## config.mk

```make
export PLATFORM = sky130hd
export DESIGN_NAME = cordic_engine
export DESIGN_NICKNAME = d
export VERILOG_FILES = /design/src/rtl/cordic_pkg.sv /design/src/rtl/cordic_seq.sv /design/src/rtl/cordic_microrot.sv /design/src/rtl/cordic_engine.sv
export SDC_FILE = /design/constraint.sdc
export NUM_CORES = 1
export LEC_CHECK = 0
export ABC_AREA = 1
export BUFFER_PORTS_ARGS = -buffer_cell sky130_fd_sc_hd__buf_2
export CAP_MARGIN = 20
export CORE_UTILIZATION = 53
export DETAILED_ROUTE_END_ITERATION = 7
export PLACE_DENSITY = 0.78
export SYNTH_ARGS = -nofsm -noshare
export SYNTH_HDL_FRONTEND = slang
export SYNTH_SLANG_ARGS = --single-unit
```

## constraint.sdc

```tcl
create_clock -name clk -period 3.8 [get_ports clk]
set_clock_uncertainty 0.15 [all_clocks]
set_input_delay 0.95 -clock clk [delete_from_list [all_inputs] [get_ports clk]]
set_output_delay 0.95 -clock clk [all_outputs]
set_load 0.01 [all_outputs]
```

## src/rtl/cordic_pkg.sv

```systemverilog
package cordic_pkg;
    typedef enum logic {
        MODE_ROT = 1'b0,
        MODE_VEC = 1'b1
    } cordic_mode_e;
endpackage

```

## src/rtl/cordic_seq.sv

```systemverilog
// Step sequencer: accepts a start when idle, walks the step index, pulses done.
module cordic_seq #(
    parameter  int ITERS = 10,
    localparam int AW    = (ITERS > 1) ? $clog2(ITERS) : 1
) (
    input  logic          clk,
    input  logic          rst_n,
    input  logic          start,
    output logic          load,
    output logic          busy,
    output logic          done,
    output logic [AW-1:0] idx
);
    localparam logic [AW-1:0] LAST = AW'(ITERS - 1);

    typedef struct packed {
        logic          busy;
        logic          done;
        logic [AW-1:0] idx;
    } seq_t;

    seq_t seq_d, seq_q;

    always_comb begin
        seq_d      = seq_q;
        seq_d.done = 1'b0;
        if (!seq_q.busy) begin
            if (start) begin
                seq_d.busy = 1'b1;
                seq_d.idx  = '0;
            end
        end else if (seq_q.idx == LAST) begin
            seq_d.busy = 1'b0;
            seq_d.done = 1'b1;
            seq_d.idx  = '0;
        end else begin
            seq_d.idx = seq_q.idx + 1'b1;
        end
    end

    always_ff @(posedge clk or negedge rst_n) begin
        if (!rst_n) seq_q <= '0;
        else        seq_q <= seq_d;
    end

    assign load = start && !seq_q.busy;
    assign busy = seq_q.busy;
    assign done = seq_q.done;
    assign idx  = seq_q.idx;

    AST_IDX_IN_RANGE: assert property (@(posedge clk) disable iff (!rst_n)
        busy |-> (idx <= LAST));
    AST_DONE_ONE_CYCLE: assert property (@(posedge clk) disable iff (!rst_n)
        done |=> !done);
    AST_DONE_ENDS_RUN: assert property (@(posedge clk) disable iff (!rst_n)
        done |-> ($past(busy) && $past(idx) == LAST));
    AST_RUN_NEEDS_START: assert property (@(posedge clk) disable iff (!rst_n)
        $rose(busy) |-> $past(start));
endmodule

```

## src/rtl/cordic_microrot.sv

```systemverilog
// One shift-and-add micro-rotation; the direction comes from y or z sign.
module cordic_microrot #(
    parameter int W  = 16,
    parameter int AW = 4
) (
    input  logic signed [W-1:0] x_i,
    input  logic signed [W-1:0] y_i,
    input  logic signed [W-1:0] z_i,
    input  logic [AW-1:0]       step,
    input  logic [W-1:0]        ang,
    input  logic                steer_by_y,
    output logic signed [W-1:0] x_o,
    output logic signed [W-1:0] y_o,
    output logic signed [W-1:0] z_o
);
    logic signed [W-1:0] x_sh, y_sh, a_s;
    logic                d_pos;

    always_comb begin
        x_sh  = x_i >>> step;
        y_sh  = y_i >>> step;
        a_s   = $signed(ang);
        // vector: rotate up when y is negative; rotate: follow the sign of z
        d_pos = steer_by_y ? y_i[W-1] : ~z_i[W-1];
        if (d_pos) begin
            x_o = x_i - y_sh;
            y_o = y_i + x_sh;
            z_o = z_i - a_s;
        end else begin
            x_o = x_i + y_sh;
            y_o = y_i - x_sh;
            z_o = z_i + a_s;
        end
    end
endmodule

```

## src/rtl/cordic_engine.sv

```systemverilog
module cordic_engine #(
    parameter  int W     = 16,
    parameter  int ITERS = 10,
    parameter  int GAIN  = 9949,
    localparam int AW    = (ITERS > 1) ? $clog2(ITERS) : 1
) (
    input  logic          clk,
    input  logic          rst_n,
    input  logic          start,
    input  logic          mode,
    input  logic [W-1:0]  x_in,
    input  logic [W-1:0]  y_in,
    input  logic [W-1:0]  z_in,
    output logic [AW-1:0] ang_addr,
    input  logic [W-1:0]  ang_data,
    output logic [W-1:0]  x_out,
    output logic [W-1:0]  y_out,
    output logic [W-1:0]  z_out,
    output logic          done
);
    import cordic_pkg::*;

    localparam logic signed [W-1:0] HALF_TURN = {1'b1, {(W-1){1'b0}}};
    localparam logic signed [W-1:0] K_INIT    = W'(GAIN);

    typedef struct packed {
        logic signed [W-1:0] x;
        logic signed [W-1:0] y;
        logic signed [W-1:0] z;
        logic                vec;
    } dp_t;

    dp_t                 dp_d, dp_q;
    logic                load, busy;
    logic [AW-1:0]       step;
    logic signed [W-1:0] x_nx, y_nx, z_nx;
    logic signed [W-1:0] xin_s, yin_s;

    assign xin_s = $signed(x_in);
    assign yin_s = $signed(y_in);

    cordic_seq #(.ITERS(ITERS)) u_seq (
        .clk   (clk),
        .rst_n (rst_n),
        .start (start),
        .load  (load),
        .busy  (busy),
        .done  (done),
        .idx   (step)
    );

    cordic_microrot #(.W(W), .AW(AW)) u_rot (
        .x_i        (dp_q.x),
        .y_i        (dp_q.y),
        .z_i        (dp_q.z),
        .step       (step),
        .ang        (ang_data),
        .steer_by_y (dp_q.vec),
        .x_o        (x_nx),
        .y_o        (y_nx),
        .z_o        (z_nx)
    );

    always_comb begin
        dp_d = dp_q;
        if (load) begin
            dp_d.vec = (cordic_mode_e'(mode) == MODE_VEC);
            if (cordic_mode_e'(mode) == MODE_ROT) begin
                dp_d.x = K_INIT;
                dp_d.y = '0;
                dp_d.z = $signed(z_in);
            end else if (xin_s[W-1]) begin
                // left half-plane: turn by pi first so the steps converge
                dp_d.x = -xin_s;
                dp_d.y = -yin_s;
                dp_d.z = HALF_TURN;
            end else begin
                dp_d.x = xin_s;
                dp_d.y = yin_s;
                dp_d.z = '0;
            end
        end else if (busy) begin
            dp_d.x = x_nx;
            dp_d.y = y_nx;
            dp_d.z = z_nx;
        end
    end

    always_ff @(posedge clk or negedge rst_n) begin
        if (!rst_n) dp_q <= '0;
        else        dp_q <= dp_d;
    end

    assign ang_addr = step;
    assign x_out    = dp_q.x;
    assign y_out    = dp_q.y;
    assign z_out    = dp_q.z;

    AST_ROT_SEED: assert property (@(posedge clk) disable iff (!rst_n)
        (start && !busy && !mode) |=> (x_out == K_INIT && y_out == '0));
    AST_VEC_X_NONNEG: assert property (@(posedge clk) disable iff (!rst_n)
        (busy && dp_q.vec) |-> !dp_q.x[W-1]);
    AST_HOLD_IDLE: assert property (@(posedge clk) disable iff (!rst_n)
        (!busy && !start) |=> ($stable(x_out) && $stable(y_out) && $stable(z_out)));
    AST_STEP_ZERO_AFTER_LOAD: assert property (@(posedge clk) disable iff (!rst_n)
        (start && !busy) |=> (busy && ang_addr == '0));
endmodule

```

Yosys cells after proc, flatten, opt, wreduce, memory -nomap -nowiden

Cells that the tools add are included.

Bits in registers: 55
Output and inout port bits: 53
Input port bits: 68
Memories: 0
RAM bits: 0
Logic and storage cells: 39
Latch bits: 0
Bits in read-only memories: 0

Divide/modulo/power cells: 0
Shift-type cells: 2
Multiply operators: 0
Equality and inequality tests: 1
Mux-type cells: 15
Order comparisons: 0
Reduce and logical (&&, ||, !) cells: 4
Bitwise gates (word level): 1
$add $sub $neg: 9

Operators by type and width:

| operator            | number |
|---|---|
| $mux 48             | 4 |
| $add 16x16->16      | 3 |
| $mux 16             | 3 |
| $sub 16x16->16      | 3 |
| $neg 16->16         | 2 |
| $sshr 16x4->16      | 2 |
| $mux 4              | 3 |
| $add 4x1->4 const B | 1 |
| $eq 4x4->1 const B  | 1 |
| $mux 1              | 4 |
| $reduce_bool 2->1   | 2 |
| $mux 2              | 1 |
| $logic_and 1x1->1   | 1 |
| $logic_not 1->1     | 1 |
| $not 1->1           | 1 |

Depth between registers and ports, before layout

Gate-level depths: netlist of run 1.

Depth after elaboration: 5
Gate-level depth with buffers: 28

Cells and area by module

Synthesis of run 1 repeated with hierarchy kept, for this count alone.

Cell total of the unflattened synthesis: 1344
Area total of the unflattened synthesis: 8333.0 um2

Modules (own cells, without submodules):

| module          | seq. area each (um2) | area an instance (um2) | cells an instance | instances |
|---|---|---|---|---|
| cordic_microrot | 0.0                  | 4678.2                 | 829               | 1 |
| cordic_engine   | 1226.2               | 3347.0                 | 481               | 1 |
| cordic_seq      | 150.1                | 307.8                  | 34                | 1 |

Worst setup path after synthesis of run 1

Ideal clock, no wire load.

Path kind: register to register
From: register u_seq.seq_q, in the netlist u_seq.idx[0]
To: register dp_q, in the netlist x_out[13]
Buffers on the path: 2
Slack: 0.196 ns
Arrival: 3.320 ns
Stages on the path, launching flop included: 26
Setup time: 0.134 ns
Cells stage by stage: dfrtp_1 > buf_6 > buf_6 > nand2_1 > o211ai_1 > nand3_1 > nand2_1 > nand2_1 > nand2_1 > inv_1 > ha_1 > nand3_1 > nor2_2 > nand2_1 > o31ai_2 > xor2_1 > ha_1 > nand2_1 > nor2_1 > nand3_1 > o221ai_1 > nand2_1 > nand3_1 > nor2_1 > o31ai_1 > o21ai_0

Word-level cells in the longest chain between the ends: 5

Ends and longest elaborated chain:

| item                                             | line                                         | RTL |
|---|---|---|
| start, declared                                  | cordic_seq.sv:22                             | `seq_t seq_d, seq_q;` |
| start signal, assigned                           | cordic_seq.sv:43                             | `else seq_q <= seq_d;` |
| $sshr 16x4->16 (*)                               | cordic_microrot.sv:21                        | `y_sh = y_i >>> step;` |
| $add 16x16->16 or $sub 16x16->16 (tied branches) | cordic_microrot.sv:30, cordic_microrot.sv:26 |  |
| $mux 16 (*)                                      | cordic_microrot.sv:25                        | `if (d_pos) begin` |
| $mux 48 (*)                                      | cordic_engine.sv:82                          | `end else if (busy) begin` |
| $mux 48 (*)                                      | cordic_engine.sv:66                          | `if (load) begin` |
| end signal, assigned                             | cordic_engine.sv:91                          | `else dp_q <= dp_d;` |
| end, declared                                    | cordic_engine.sv:33                          | `dp_t dp_d, dp_q;` |

Every way passes the cells marked *; elsewhere a longest branch is shown, timed or not. The select of a mux whose other input is x is not followed.
A chain may end at the register's enable or synchronous reset.

Worst setup path in the final report of run 1

Ends and elaborated chain as after synthesis.

==> metrics.csv, run 1 <==
metric,value,unit
Final nets,1549,
Placer Congestion,0.9459,
Final ANT Viol Nets,0,
# rows,43,
hold endpoint,dp_q[0]$_DFFE_PN0P_,
Pre-Repair DR Iteration Count,6,
global-route wire length before repair,40350,µm
Final Setup Violations,3,
"Async S/R FF share, synth",100.0,%
"CTS clk-pin slew, worst paths",0.08,ns
outcome,"finished, violations left",
Period minus WS final,3.869,ns
CTS tree,built,
RSZ-0062 raised after global routing,true,
# fillers,1217,
syn_nets,1364,
max_slew headroom,55.00,%
Layout area overhead,28.69,%
Clock Tree Root,clkbuf_16,
CTS Hold Bufs,0,
share of layout cells above drive strength 1,26.19,%
Yosys reg bits,55,
Final WS setup,-0.06926,ns
Crit Path Max Fanout,6,
"Remaining Overflow, GRT",0,
crit share post-route,101.8,%
total track usage,35.01,%
Hold Crit Depth,2,
Worst Path Arrival,3.92,ns
TritonCTS Buffers,5,
CP required,3.85,ns
Yosys Warn Count,0,
CTS H-Tree Depth,2,
DP HPWL,20360,µm
initial core utilization,54.65,%
biggest area consumer among synthesized cells,dfrtp_1,
chip height,121.9,µm
WL met2,12930,µm
Mapped Cells,1238,
most frequent cell after synthesis,nand2_1,
Detailed Route WL,27300,µm
diodes inserted,0,
DP Area,8950,µm²
met3 WL,2586,µm
DR vias/cell,5.890,
Die W,121.9,µm
highest routed layer,met4,
Synth top area share,18.07,%
"Seq/Total Area, Yosys",18.07,%
Fin. Hold Viols,0,
residual DRC count,0,
fin area,9799,µm²
worst reg2reg endpoint,x_out[13]$_DFFE_PN0P_,
Die ar.,14850,µm²
DRT met1 WL,10870,µm
per-cell routed wire length,17.02,µm
Netlist cell types,49,
"Primary FF master, synth",dfrtp_1,
worst reg2reg path startpoint,u_seq.idx[0]$_DFFE_PN0P_,
WHS,0.3959,ns
vias in the first global route,8332,
R2R Setup Slk,-0.07,ns
Worst-Margin Slew,0.6750,ns
IO Count,121,
crit path kind,reg2reg,
synth cell count leaders,"nand2_1 (283), nand3_1 (145), inv_1 (132)",
clk_lat worst skew,0.31,ns
maximum clock frequency,0.2584,GHz
max-cap violations,0,
Hold/Removal Path Class,reg2reg,
initial DRC count,896,
Num Clock Sinks,55,
via count,9448,
Post-Syn Area,7615,µm²
port bufs,120,
crit path launch type,flop,
dominant cells by area after synthesis,"dfrtp_1 (18%), nand2_1 (14%), nand3_1 (9.5%), ha_1 (9.0%), a21oi_1 (6.6%)",
Synth Area per Inst,6.151,µm²
core area,13930,µm²
Worst Hold Launch,dp_q[0]$_DFFE_PN0P_,
CTS max path bufs,2,
number of synthesized flops with an enable pin,0,
worst-case reg-to-reg path depth,24,
violated checks,setup timing,
largest net degree at the start of global routing,48,
"Slew Viols, Final",0,
kind of end point of the critical path,flop,
initial antenna violation count,0,
Fin Setup TNS,-0.1496,ns
-- metrics by stage --
stage / setup WS [ns] / util, % / instances
after floorplan: 0.1956 / - / 1238
after global placement: 0.02904 / 64.23 / 1583
after detailed placement: -0.1002 / 64.23 / 1583
after CTS: 0.002227 / 65.58 / 1591
after global routing: -0.3055 / 70.32 / 1604
final: -0.06926 / 70.32 / 1604
-- cells by family (layout without fill, tap and decap cells) --
family / after synthesis / after routing / share of synthesized area (%)
AOI/OAI and AO/OA: 290 / 290 / 21.94
xor gates and xnor gates: 56 / 56 / 6.441
adders and majority gates: 58 / 58 / 9.826
buffers and inverters: 191 / 377 / 10.34
DFF: 55 / 55 / 18.07
and+or+nand+nor: 588 / 588 / 33.39
-- worst max-delay path: stages, from the launching register on --
cell and delay, ns:
dfrtp_2 0.45, clkinv_4 0.11, buf_12 0.15, buf_6 0.11, o21ai_2 0.10, nand2_1 0.08
nand3_1 0.09, nand2_1 0.08, nand2_1 0.08, nand2_2 0.07, inv_2 0.06, ha_4 0.14
nand3_4 0.09, nor2_4 0.13, nand2_2 0.09, o31ai_4 0.23, xor2_1 0.19, ha_1 0.30
a21o_1 0.21, a31oi_4 0.18, o221ai_2 0.14, nand2_1 0.11, a31oi_1 0.08, o31ai_1 0.24
o21ai_1 0.09
-- cell usage in the layout (no fill, tap or decap), drive strengths merged, types with 2 or more instances in the layout --
cell / instances
o211ai: 14
a21oi: 101
nand3: 148
dfrtp: 55
a22oi: 10
a211oi: 3
nand4: 9
a221oi: 4
o221ai: 2
inv: 138
ha: 55
clkinv: 5
nor2: 110
a22o: 2
xnor2: 22
a21boi: 3
nor3: 13
and2: 2
nor4: 2
o22ai: 6
o21ai: 98
buf: 224
xor2: 34
or2: 8
a21o: 9
clkbuf: 9
a31oi: 26
o31ai: 9
fa: 3
nand2: 295
-- cell type report --
class,instances,area [µm²],share of cell area (%)
timing repair buffer,227,1518,15.49
clock buffer,6,138.9,1.417
tap,180,225.2,2.298
multi-input combinational,992,5967,60.89
inverter,142,538.0,5.490
clock inverter,2,35.03,0.3575
sequential,55,1378,14.06
-- timing repair --
action,CTS,global route
setup endpoints to repair,2,16
setup buffers,0,10
cloned,0,3
gates resized for setup,6,131
pin swaps,2,53
-- worst max path at each step --
stage                                        start               endpoint  slack (ns)  depth (start not counted)
after CTS                 u_seq.idx[0]$_DFFE_PN0P_  x_out[15]$_DFFE_PN0P_       0.002                         28
after global routing      u_seq.idx[0]$_DFFE_PN0P_  x_out[13]$_DFFE_PN0P_       -0.31                         24
after global placement    u_seq.idx[0]$_DFFE_PN0P_  x_out[12]$_DFFE_PN0P_        0.03                         26
after floorplan           u_seq.idx[0]$_DFFE_PN0P_  x_out[13]$_DFFE_PN0P_        0.20                         25
after detailed placement  u_seq.idx[0]$_DFFE_PN0P_  x_out[13]$_DFFE_PN0P_       -0.10                         26
final                     u_seq.idx[0]$_DFFE_PN0P_  x_out[13]$_DFFE_PN0P_       -0.07                         24
-- registers in the layout, summed over array words and instances (netlist names) --
signal      count
u_seq.idx       4
z_out          16
u_seq.busy      1
x_out          16
u_seq.done      1
dp_q            1
y_out          16
-- layer usage --
metal,up-vias,global-route usage [%]
met1,4319,44.78
met5,-,0
met4,0,12.65
li1,4562,-
met2,488,58.16
met3,79,6.976
Power of run 1 is left out: the tool's default activity adds up to more than one toggle a clock period on the data nets, which glitch-free logic cannot reach.
==> inputs of run 2 (changes only) <==
--- a/config.mk
+++ b/config.mk
@@ -8,7 +8,7 @@
 export ABC_AREA = 1
 export BUFFER_PORTS_ARGS = -buffer_cell sky130_fd_sc_hd__buf_2
 export CAP_MARGIN = 20
-export CORE_UTILIZATION = 53
+export CORE_UTILIZATION = 55
 export DETAILED_ROUTE_END_ITERATION = 7
 export PLACE_DENSITY = 0.78
 export SYNTH_ARGS = -nofsm -noshare
==> constraint.sdc (replaced) <==
create_clock -name clk -period 4.3 [get_ports clk]
set_clock_uncertainty 0.15 [all_clocks]
set_input_delay 1.075 -clock clk [delete_from_list [all_inputs] [get_ports clk]]
set_output_delay 1.075 -clock clk [all_outputs]
set_load 0.01 [all_outputs]
==> run 2 against run 1 <==
  * The run now ends clean
  * Design area down 12%
  * Maximum frequency down 2.9%
  * Sequential cell count unchanged
  * Non-clock buffer count down 83
  * Core utilization down 5.8 points
  * Wire length down 9.5%
  * Worst setup slack better by 0.39 ns
==> metrics.csv, run 2 (same netlist as run 1, synthesis figures left out) <==
metric,value,unit,change
IO Count,121,,unchanged
max-cap violations,0,,unchanged
initial DRC count,945,,+5.5%
Final nets,1466,,-5.4%
core area,13350,µm²,-4.2%
initial antenna violation count,0,,unchanged
outcome,finished clean,,
Placer Congestion,0.9656,,+2.1%
Num Clock Sinks,55,,unchanged
Period minus WS final,3.983,ns,+0.1136 ns
DR vias/cell,5.820,,-1.2%
TritonCTS Buffers,5,,unchanged
via count,8829,,-6.6%
Layout area overhead,13.03,%,
max_slew headroom,53.01,%,-2.0 points
Worst Path Arrival,4.02,ns,+0.10 ns
Util after Layout,64.48,%,-5.8 points
fin area,8607,µm²,-12%
chip height,119.7,µm,-1.8%
Crit path max-delay family,compound AO/OA/AOI/OAI gates,,
DP Area,8392,µm²,-6.2%
CTS tree,built,,
Critical-path top delay cell,dfrtp_2,,
Fin. Hold Viols,0,,unchanged
Crit Path Max Fanout,47,,+41
Worst Hold Launch,dp_q[0]$_DFFE_PN0P_,,
maximum clock frequency,0.2511,GHz,-2.9%
clk_lat worst skew,0.30,ns,about the same
CTS H-Tree Depth,2,,unchanged
worst reg2reg endpoint,x_out[9]$_DFFE_PN0P_,,
Final Setup Violations,0,,-3
Worst-Margin Slew,0.7049,ns,+0.02989 ns
Die ar.,14320,µm²,-3.6%
DP HPWL,18840,µm,-7.5%
Hold/Removal Path Class,reg2reg,,
diodes inserted,0,,unchanged
"Remaining Overflow, GRT",0,,unchanged
Buf/Inv on CP,4,,unchanged
crit-path max cell delay,0.45,ns,about the same
Hold Crit Depth,2,,unchanged
CTS Hold Bufs,0,,unchanged
largest net degree at the start of global routing,48,,unchanged
port bufs,120,,unchanged
Detailed Route WL,24710,µm,-9.5%
crit path launch type,flop,,
share of layout cells above drive strength 1,14.77,%,-11 points
vias in the first global route,7938,,-4.7%
Fin Setup TNS,0,ns,+0.1496 ns
crit share post-route,92.62,%,-9.2 points
Die W,119.7,µm,-1.8%
residual DRC count,0,,unchanged
placed cell count,1507,,-4.8%
worst-case reg-to-reg path depth,22,,-8.3%
crit-path cells,buf_12 > o211ai_1 > nand3_1 > nand2_1 > nand2_1 > nand2_1 > inv_1 > ha_1 > nand3_1 > nor2_2 > a21oi_1 > xor2_1 > ha_1 > inv_1 > o21ai_0 > a21oi_1 > o31ai_1 > buf_4 > a31oi_1 > or2_2 > nand3_1 > a22o_1,,
initial core utilization,57.05,%,+2.4 points
most frequent cells in the layout,"nand2_1 (283), nand3_1 (145), inv_1 (132)",,
crit path kind,reg2reg,,
# rows,42,,-2.3%
kind of end point of the critical path,flop,,
# fillers,1310,,+7.6%
hold endpoint,dp_q[0]$_DFFE_PN0P_,,
Final ANT Viol Nets,0,,unchanged
R2R Setup Slk,0.32,ns,+0.39 ns
Pre-Repair DR Iteration Count,5,,-1
global-route wire length before repair,39610,µm,-1.8%
CTS max path bufs,2,,unchanged
worst reg2reg path startpoint,u_seq.idx[0]$_DFFE_PN0P_,,
CP required,4.34,ns,+0.49 ns
"most common cell after layout, fill and taps aside",nand2_1,,
"CTS clk-pin slew, worst paths",0.08,ns,about the same
fin cells,1517,,-5.4%
"Slew Viols, Final",0,,unchanged
per-cell routed wire length,16.29,µm,-4.3%
Clock Tree Root,clkbuf_16,,
total track usage,34.62,%,-0.40 points
run 2: layout make-up:
cell class | instances | area, µm² | share of cell area (%)
Tap cell | 176 | 220.2 | 2.559
Clock inverter | 2 | 38.79 | 0.4506
Clock buffer | 6 | 138.9 | 1.614
Timing Repair Buffer | 144 | 830.8 | 9.653
Multi-Input combinational cell | 992 | 5468 | 63.53
Sequential cell | 55 | 1378 | 16.01
Inverter | 142 | 533.0 | 6.193
run 2: what timing repair did:
action                                  4_1_cts  5_1_grt
endpoints found under the setup margin        0        4
buffers inserted                              0        1
resized for setup                             0        6
run 2: metal layers:
| metal | wire [µm] | track usage, % |
|---|---|---|
| met2 | 11150 | 56.18 |
| met3 | 2052 | 4.753 |
| met1 | 10860 | 47.40 |
| met4 | 658 | 10.94 |
| met5 | 0 | 0 |
run 2: per-stage QoR:
stage	setup slack, ns	hold WS [ns]
floorplan	0.6956	0.3559
global placement	0.2121	0.3766
detailed placement	0.2017	0.3849
CTS	0.1652	0.4029
global route	-0.005620	0.4457
finish	0.3171	0.4010
run 2: worst max path at each step:
stage	from	end	slack [ns]	depth (start not counted)
floorplan	u_seq.idx[0]$_DFFE_PN0P_	x_out[13]$_DFFE_PN0P_	0.70	25
global placement	ang_data[0]	z_out[13]$_DFFE_PN0P_	0.21	20
detailed placement	ang_data[0]	z_out[13]$_DFFE_PN0P_	0.20	20
CTS	u_seq.idx[0]$_DFFE_PN0P_	x_out[13]$_DFFE_PN0P_	0.17	24
global route	u_seq.idx[0]$_DFFE_PN0P_	x_out[13]$_DFFE_PN0P_	-0.006	26
finish	u_seq.idx[0]$_DFFE_PN0P_	x_out[9]$_DFFE_PN0P_	0.32	22
run 2: tightest hold or removal path, cell delays in order (launching register included):
cell and delay (ns):
dfrtp_1 0.37, nor2_1 0.05, nor2_1 0.09
Power of run 2 is left out for the same reason.
